File: src/rtl/wiper_pkg.sv
// Shared types for the wiper position counter.
// Assumes: one step request per cycle at most.
package wiper_pkg;
    typedef enum logic {
        DIR_DOWN = 1'b0,
        DIR_UP   = 1'b1
    } step_dir_e;

    typedef struct packed {
        logic      valid;
        step_dir_e dir;
    } step_req_t;
endpackage

File: src/rtl/wiper_pos_reg.sv
// Position register: parallel load has priority over a single saturating step.
// Assumes: step request already qualified by step mode; at most one move per cycle.
module wiper_pos_reg
    import wiper_pkg::*;
#(
    parameter int CODE_W     = 6,
    parameter int RESET_CODE = 0
) (
    input  logic              clk,
    input  logic              rst_n,
    input  logic              load_valid,
    input  logic [CODE_W-1:0] load_code,
    input  step_req_t         step_req,
    output logic [CODE_W-1:0] pos_o
);
    localparam logic [CODE_W-1:0] TOP = {CODE_W{1'b1}};
    localparam logic [CODE_W-1:0] BOT = '0;

    logic [CODE_W-1:0] pos_q;
    logic [CODE_W-1:0] stepped;

    // Compute the saturated neighbour position for a step.
    always_comb begin
        stepped = pos_q;
        if (step_req.dir == DIR_UP) begin
            if (pos_q != TOP) stepped = pos_q + 1'b1;
        end else begin
            if (pos_q != BOT) stepped = pos_q - 1'b1;
        end
    end

    // Hold the position; load wins over a step.
    always_ff @(posedge clk) begin
        if (!rst_n)
            pos_q <= CODE_W'(RESET_CODE);
        else if (load_valid)
            pos_q <= load_code;
        else if (step_req.valid)
            pos_q <= stepped;
    end

    assign pos_o = pos_q;
endmodule

File: src/rtl/wiper_settle_stage.sv
// Applied-position register with a response delay after each parallel load.
// Assumes: the target position comes from wiper_pos_reg; steps apply with no wait.
module wiper_settle_stage #(
    parameter int CODE_W        = 6,
    parameter int SETTLE_CYCLES = 4,
    parameter int RESET_CODE    = 0
) (
    input  logic              clk,
    input  logic              rst_n,
    input  logic              load_valid,
    input  logic [CODE_W-1:0] target,
    output logic [CODE_W-1:0] applied_o
);
    localparam int CNT_W = (SETTLE_CYCLES < 1) ? 1 : $clog2(SETTLE_CYCLES + 1);
    localparam logic [CNT_W-1:0] WAIT_LOAD = CNT_W'(SETTLE_CYCLES);

    logic [CNT_W-1:0]  wait_q;
    logic [CODE_W-1:0] applied_q;

    // Count down the remaining response delay; a load restarts it.
    always_ff @(posedge clk) begin
        if (!rst_n)
            wait_q <= '0;
        else if (load_valid)
            wait_q <= WAIT_LOAD;
        else if (wait_q != '0)
            wait_q <= wait_q - 1'b1;
    end

    // Copy the target into the applied position only once no wait is pending.
    always_ff @(posedge clk) begin
        if (!rst_n)
            applied_q <= CODE_W'(RESET_CODE);
        else if (wait_q == '0)
            applied_q <= target;
    end

    assign applied_o = applied_q;
endmodule

File: src/rtl/wiper_tap_decode.sv
// Binary to one-hot tap switch decoder.
// Assumes: every code value maps to a tap, so the output is always one-hot.
module wiper_tap_decode #(
    parameter int CODE_W = 6
) (
    input  logic [CODE_W-1:0]        code,
    output logic [(1<<CODE_W)-1:0]   onehot
);
    localparam int TAPS = 1 << CODE_W;

    // One comparator per tap switch.
    for (genvar i = 0; i < TAPS; i++) begin : g_tap
        assign onehot[i] = (code == CODE_W'(i));
    end
endmodule

File: src/rtl/wiper_tap_ctrl.sv
// Top: wiper position counter with step mode and a settled one-hot tap select.
// Assumes: step_pulse is a single-cycle strobe from the frame logic, step_up
// is the sampled data line, and step_mode covers the whole step frame.
module wiper_tap_ctrl
    import wiper_pkg::*;
#(
    parameter int CODE_W        = 6,
    parameter int SETTLE_CYCLES = 4,
    parameter int RESET_CODE    = 0
) (
    input  logic                    clk,
    input  logic                    rst_n,
    input  logic                    load_valid,
    input  logic [CODE_W-1:0]       load_code,
    input  logic                    step_mode,
    input  logic                    step_pulse,
    input  logic                    step_up,
    output logic [CODE_W-1:0]       code_o,
    output logic [(1<<CODE_W)-1:0]  tap_sel_o
);
    step_req_t         req;
    logic [CODE_W-1:0] pos;
    logic [CODE_W-1:0] applied;

    // Qualify the step strobe with the step mode.
    always_comb begin
        req.valid = step_mode && step_pulse;
        req.dir   = step_up ? DIR_UP : DIR_DOWN;
    end

    wiper_pos_reg #(.CODE_W(CODE_W), .RESET_CODE(RESET_CODE)) u_pos (
        .clk(clk), .rst_n(rst_n), .load_valid(load_valid),
        .load_code(load_code), .step_req(req), .pos_o(pos)
    );

    wiper_settle_stage #(.CODE_W(CODE_W), .SETTLE_CYCLES(SETTLE_CYCLES),
                         .RESET_CODE(RESET_CODE)) u_settle (
        .clk(clk), .rst_n(rst_n), .load_valid(load_valid),
        .target(pos), .applied_o(applied)
    );

    wiper_tap_decode #(.CODE_W(CODE_W)) u_dec (
        .code(applied), .onehot(tap_sel_o)
    );

    assign code_o = pos;
endmodule

File: config.mk
export PLATFORM = sky130hd
export DESIGN_NAME = wiper_tap_ctrl
export DESIGN_NICKNAME = d
export VERILOG_FILES = /design/src/rtl/wiper_pkg.sv /design/src/rtl/wiper_pos_reg.sv /design/src/rtl/wiper_settle_stage.sv /design/src/rtl/wiper_tap_decode.sv /design/src/rtl/wiper_tap_ctrl.sv
export SDC_FILE = /design/constraint.sdc
export NUM_CORES = 1
export LEC_CHECK = 0
export BUFFER_PORTS_ARGS = -buffer_cell sky130_fd_sc_hd__buf_2
export CORE_ASPECT_RATIO = 0.9
export CORE_MARGIN = 1
export CORE_UTILIZATION = 38
export CTS_CLUSTER_SIZE = 28
export DETAILED_ROUTE_END_ITERATION = 7
export PLACE_DENSITY = 0.79
export SLEW_MARGIN = 20
export SYNTH_ARGS = -nofsm -noshare
export SYNTH_HDL_FRONTEND = slang
export SYNTH_SLANG_ARGS = --single-unit
File: constraint.sdc
create_clock -name clk -period 2 [get_ports clk]
set_input_delay 0.3 -clock clk [delete_from_list [all_inputs] [get_ports clk]]
set_output_delay 0.3 -clock clk [all_outputs]
set_load 0.03 [all_outputs]
## Word level (Yosys, flattened, before mapping)

Cells that the tools add are included.

| word-level totals | value |
|---|---|
| register bits | 15 |
| latch bits | 0 |
| memory bits (writable) | 0 |
| ROM bits | 0 |
| bits of input ports | 12 |
| output and inout bits | 70 |
| word-level logic and storage cells | 91 |
| memories | 0 |

| operators by class | value |
|---|---|
| $add $sub $neg | 3 |
| multiply operators | 0 |
| div/mod/pow operators | 0 |
| magnitude comparators | 0 |
| equality and inequality tests | 65 |
| shift operators | 0 |
| muxes and demuxes | 8 |
| bitwise gates (word level) | 1 |
| reductions and logical operators | 10 |

Operators by type and width:

| operator | number |
|---|---|
| $eq A6 B6 Y1 const B | 32 |
| $eq A6 B5 Y1 const B | 16 |
| $eq A6 B4 Y1 const B | 8 |
| $mux W6 | 5 |
| $eq A6 B3 Y1 const B | 4 |
| $eq A6 B2 Y1 const B | 2 |
| $add A6 B1 Y6 const B | 1 |
| $eq A6 B1 Y1 const B | 1 |
| $logic_not A6 Y1 | 1 |
| $mux W3 | 2 |
| $ne A6 B6 Y1 const B | 1 |
| $reduce_bool A3 Y1 | 2 |
| $reduce_bool A6 Y1 | 1 |
| $sub A6 B1 Y6 const B | 1 |
| $reduce_bool A2 Y1 | 2 |
| $logic_not A3 Y1 | 1 |
| $ne A3 B2 Y1 const B | 1 |
| $reduce_and A3 Y1 | 1 |
| $sub A3 B1 Y3 const B | 1 |
| $reduce_or A2 Y1 | 1 |
| $logic_and A1 B1 Y1 | 1 |
| $mux W1 | 1 |
| $not A1 Y1 | 1 |

## Logic depth before layout (Yosys ltp)

| depth | value |
|---|---|
| depth after elaboration | 5 |
| depth in mapped cells | 7 |
| gate-level depth less buffers | 7 |

## Modules after synthesis

From an unflattened synthesis, not the netlist that was laid out.

| unflattened totals | value |
|---|---|
| cell total of the unflattened synthesis | 189 |
| area total of the unflattened synthesis | 1,357.6 um2 |

By module, submodules not included:

| module | times used | cells an instance | area each (um2) | sequential area each (um2) |
|---|---|---|---|---|
| wiper_pos_reg | 1 | 57 | 490.5 | 120.1 |
| wiper_tap_decode | 1 | 95 | 461.7 | 0.0 |
| wiper_settle_stage | 1 | 36 | 399.1 | 180.2 |
| wiper_tap_ctrl | 1 | 1 | 6.3 | 0.0 |

## Least setup slack after synthesis

No wires, ideal clock.

| timing | value |
|---|---|
| kind | reg2reg |
| from | reg u_pos.pos_q[1], in the netlist u_pos.pos_o[1] |
| to | reg u_pos.pos_q[5], in the netlist u_pos.pos_o[5] |
| setup time | 0.122 ns |
| data arrival time | 1.986 ns |
| data required time | 1.878 ns |
| path slack | -0.108 ns |
| stages on the path, launching flop included | 7 |
| path buffers | 0 |
| clock period less this slack | 2.108 ns |
| path through | dfxtp_1 ha_1 a211oi_1 nor2_1 o41ai_1 nor4_1 o311a_1 |

| between the ends | value |
|---|---|
| cells in the longest elaborated chain, start to end | 5 |
| elaborated cells between the ends (all ways) | 12 |
| classes of those cells | add/sub: 2; eq/ne: 2; mux: 5; reduce/logical: 3 |

RTL lines:

| item | RTL line | RTL |
|---|---|---|
| from (decl) | wiper_pos_reg.sv:19 | `logic [CODE_W-1:0] pos_q;` |
| from (signal assigned) | wiper_pos_reg.sv:35 | `pos_q <= CODE_W'(RESET_CODE);` |
| from (signal assigned) | wiper_pos_reg.sv:37 | `pos_q <= load_code;` |
| from (signal assigned) | wiper_pos_reg.sv:39 | `pos_q <= stepped;` |
| $sub A6 B1 Y6 / $add A6 B1 Y6 (equally long branches) | wiper_pos_reg.sv:28, wiper_pos_reg.sv:26 |  |
| $mux W6, on equally long branches | wiper_pos_reg.sv:28, wiper_pos_reg.sv:26 |  |
| $mux W6 | wiper_pos_reg.sv:25 | `if (step_req.dir == DIR_UP) begin` |
| $mux W6 | wiper_pos_reg.sv:38 | `else if (step_req.valid)` |
| $mux W6 | wiper_pos_reg.sv:36 | `else if (load_valid)` |

Several ways; a longest one is shown, not always the timed one. The select of a mux whose other input is x is not followed.
A chain may end at the register's enable or synchronous reset.

## Worst setup path after layout

| timing | value |
|---|---|
| from | reg u_settle.applied_q[0], in the netlist u_settle.applied_o[0] |
| to | out tap_sel_o[45] |

| between the ends | value |
|---|---|
| cells in the longest elaborated chain, start to end | 1 |

RTL lines:

| item | RTL line | RTL |
|---|---|---|
| from (decl) | wiper_settle_stage.sv:18 | `logic [CODE_W-1:0] applied_q;` |
| from (signal assigned) | wiper_settle_stage.sv:33 | `applied_q <= CODE_W'(RESET_CODE);` |
| from (signal assigned) | wiper_settle_stage.sv:35 | `applied_q <= target;` |
| $eq A6 B6 Y1 | wiper_tap_decode.sv:13 | `assign onehot[i] = (code == CODE_W'(i));` |
| to (decl) | wiper_tap_ctrl.sv:19 | `output logic [(1<<CODE_W)-1:0] tap_sel_o` |

No other way between the ends.

==> flow_metrics.env <==
export IMPL_r2r_setup_slack_ns=0.17
export IMPL_slew_headroom_pct=61.2
export IMPL_swShare_pct=37.7
export IMPL_crit_family="simple AND/OR/NAND/NOR gates"
export IMPL_ant_nets=0
export IMPL_synth_nets=217
export IMPL_cp_end_kind="output port"
export IMPL_r2r_end="u_pos.pos_o[5]"
export IMPL_syn_area_sq_um=1280
export IMPL_p_leak_nw=1.03
export IMPL_post_cts_buffers=0
export IMPL_path_buf_inv=1
export IMPL_power_frac_clock_pct=24.1
export IMPL_worstPathArrival_ns=1.58
export IMPL_first_pass_iters=5
export IMPL_start_util_pct=40.9
export IMPL_dp_hpwl_mm=2.95
export IMPL_cts_tree="done"
export IMPL_fmax_ghz=0.532
export IMPL_grt_max_degree=17
export IMPL_max_stage_delay_ns=0.47
export IMPL_drive_gt1_share_pct=36.5
export IMPL_p_int_w=0.000622
export IMPL_wl_per_cell_um=11.3
export IMPL_tightest_slew_ns=0.583
export IMPL_clkSinkCount=15
export IMPL_reg2reg_depth=6
export IMPL_rsz0062_at_grt="false"
export IMPL_routed_wl_mm=3.68
export IMPL_slew_violations=0
export IMPL_ios=82
export IMPL_holdPathEnd="u_pos.pos_o[2]"
export IMPL_core_area_sq_um=3140
export IMPL_finalPower_w=0.000999
export IMPL_yosysSeqAreaShare_pct=23.4
export IMPL_critPathMaxFanout=8
export IMPL_ys_types=32
export IMPL_routed_via_density=4.98
export IMPL_stdcell_area_sq_um=1850
export IMPL_route_vias_total=1629
export IMPL_die_h_um=57.2
export IMPL_dpl_instance_area_sq_um=1800
export IMPL_crit_path_start_kind="register"
export IMPL_synth_cells=197
export IMPL_synth_seq_cells=15
export IMPL_period_minus_slack_ns=1.88
export IMPL_io_buffers=81
export IMPL_comb_power_share_pct=40.1
export IMPL_grt_first_pass_wirelength_mm=6.02
export IMPL_gp_congestion=0.844
export IMPL_r2r_start="u_pos.pos_o[1]"
export IMPL_maxCapViolCount=0
export IMPL_grt_usage_pct=20.3
export IMPL_clk_pin_slew_worst_paths_ns=0.06
export IMPL_crit_required_ns=1.70
export IMPL_hold_depth=3
export IMPL_antenna_found_initial=0
export IMPL_avgSynthCellArea_sq_um=6.52
export IMPL_grt_pass1_vias=1350
export IMPL_max_clock_path_buffers=2
export IMPL_fp_dieArea_sq_um=3620
export IMPL_yosysWarnings=0
export IMPL_finalCoreUtilization_pct=59.1
export IMPL_cts_max_level=1
export IMPL_ir_drop_uv=333
export IMPL_die_w_um=63.3
export IMPL_cts_made_buffers=3
export IMPL_p_seq_share_pct=35.8
export IMPL_crit_chain="nor2b_1 > nand3_1 > nor2_1 > buf_2"
export IMPL_hp_start="load_code[2]"
export IMPL_power_switching_w=0.000376
export IMPL_skew_ns=0.00234
export IMPL_status="complete, no violations"
export IMPL_finalNetCount=306
export IMPL_cts_root_buffer="clkbuf_8"
export IMPL_placementRows=19
export IMPL_finalHoldViolations=0
export IMPL_hold_path_class="in2reg"
export IMPL_power_per_cell_area_nw_per_um2=539
export IMPL_crit_slowest_cell="dfxtp_1"
export IMPL_syn_to_final_growth_pct=44.2
export IMPL_drt_iter0_drc=39
export IMPL_drc=0
export IMPL_worstSkewPairLatency_ns=0.24
export IMPL_grt_overflow_total=0
export IMPL_antenna_cells=0
export IMPL_period_share_pct=93.9
export IMPL_finalSetupViolations=0
export IMPL_critical_path_class="reg2out"
[power groups by stage]
stage               combinational, W  clock (W)  sequential (W)
floorplan                   0.000262          0        0.000384
global placement            0.000388          0        0.000362
detailed placement          0.000396          0        0.000363
CTS                         0.000398   0.000245        0.000357
global route                0.000440   0.000262        0.000362
finish                      0.000400   0.000241        0.000358
[tightest hold or removal path, cell delays in order]
cell     delay, ns
buf_2         0.07
nand3_1       0.07
o21ai_0       0.07
[timing repair]
item / 4_1_cts / 5_1_grt
setup endpoints to repair: 0 / 6
resized for setup: 0 / 2
hold buffers: 0 / 0
[layer usage]
metal,vias to the layer above,global-route usage [%],part of all wire [%]
met5,-,0,0
met1,728,24.3,45
met4,0,6.49,1.4
met3,6,2.20,5.6
met2,64,37.9,48
li1,831,-,-
[flip-flops by register name, summed over array words and instances (netlist names)]
register / flops
u_settle.applied_o: 6
u_settle.wait_q: 3
u_pos.pos_o: 6
[cell families after synthesis]
| group | Yosys count | synth area share, % |
|---|---|---|
| AOI/OAI and AO/OA | 28 | 14.0 |
| DFF | 15 | 23.4 |
| adders and majority gates | 8 | 8.37 |
| muxes | 9 | 7.01 |
| and+or+nand+nor | 116 | 38.9 |
| buffers and inverters | 17 | 5.55 |
| xor gates and xnor gates | 4 | 2.73 |
[final cells by class]
| cell class | instances | area [sq um] |
|---|---|---|
| tap | 42 | 52.6 |
| timing repair buffer | 94 | 503 |
| multi-input combinational | 165 | 923 |
| sequential | 15 | 303 |
| inverter | 7 | 26.3 |
| clock buffer | 4 | 45.0 |
| fill | 329 | 1280 |
[stage by stage]
| stage | instances | setup TNS (ns) | hold slack (ns) | setup WS, ns |
|---|---|---|---|---|
| 6_report | 327 | 0 | 0.306 | 0.122 |
| 5_1_grt | 327 | 0 | 0.339 | 0.0216 |
| 4_1_cts | 327 | 0 | 0.300 | 0.104 |
| 3_5_place_dp | 323 | -0.0947 | 0.479 | -0.0947 |
| 3_3_place_gp | 323 | -0.0356 | 0.468 | -0.0356 |
| 2_1_floorplan | 197 | 0 | 0.424 | 0.0364 |
[how the worst max path moves through the flow]
| stage | endpoint | slack [ns] | depth (start not counted) | start |
|---|---|---|---|---|
| floorplan | u_pos.pos_o[5] | 0.04 | 6 | u_pos.pos_o[0] |
| global placement | u_pos.pos_o[5] | -0.04 | 8 | step_up |
| detailed placement | u_pos.pos_o[5] | -0.09 | 8 | step_up |
| CTS | u_pos.pos_o[5] | 0.10 | 6 | u_pos.pos_o[1] |
| global route | u_pos.pos_o[5] | 0.02 | 6 | u_pos.pos_o[1] |
| finish | tap_sel_o[45] | 0.12 | 4 | u_settle.applied_o[0] |
[cells in the final DEF (no fill, tap or decap), drive strengths merged, types with 3 or more instances in the layout]
cell type	count
nand2b	3
nand2	13
o21ai	7
nor2b	10
a21oi	7
ha	7
nor2	76
nand3	8
xor2	3
buf	94
dfxtp	15
o21a	3
mux2i	9
clkbuf	4
inv	7
[synth_stat cells]
cell type	count	area [sq um]
o21a_1	3	22.5
ha_1	7	87.6
a21o_1	1	7.51
mux2i_1	9	90.1
o21ai_0	7	35.0
nand2_1	13	48.8
o41ai_1	1	8.76
a311o_1	1	10.0
o31a_1	1	8.76
a21oi_1	7	35.0
nand4_1	2	12.5
o311a_1	1	10.0
nor2b_1	10	62.6
fa_1	1	20.0
or2_2	1	6.26
nor2_1	75	282
clkbuf_1	9	33.8
a31oi_1	2	12.5
o22ai_1	1	6.26
nor4_1	1	6.26
nand2b_1	3	18.8
dfxtp_1	15	300
or4b_1	1	10.0
nand3_1	8	40.0
nor3b_1	1	7.51
buf_6	1	11.3
inv_1	7	26.3
a211oi_1	2	15.0
xnor2_1	1	8.76
xor2_1	3	26.3
a21o_2	1	8.76
nor2_2	1	6.26
No activity file was read; power rests on OpenSTA's default activity.
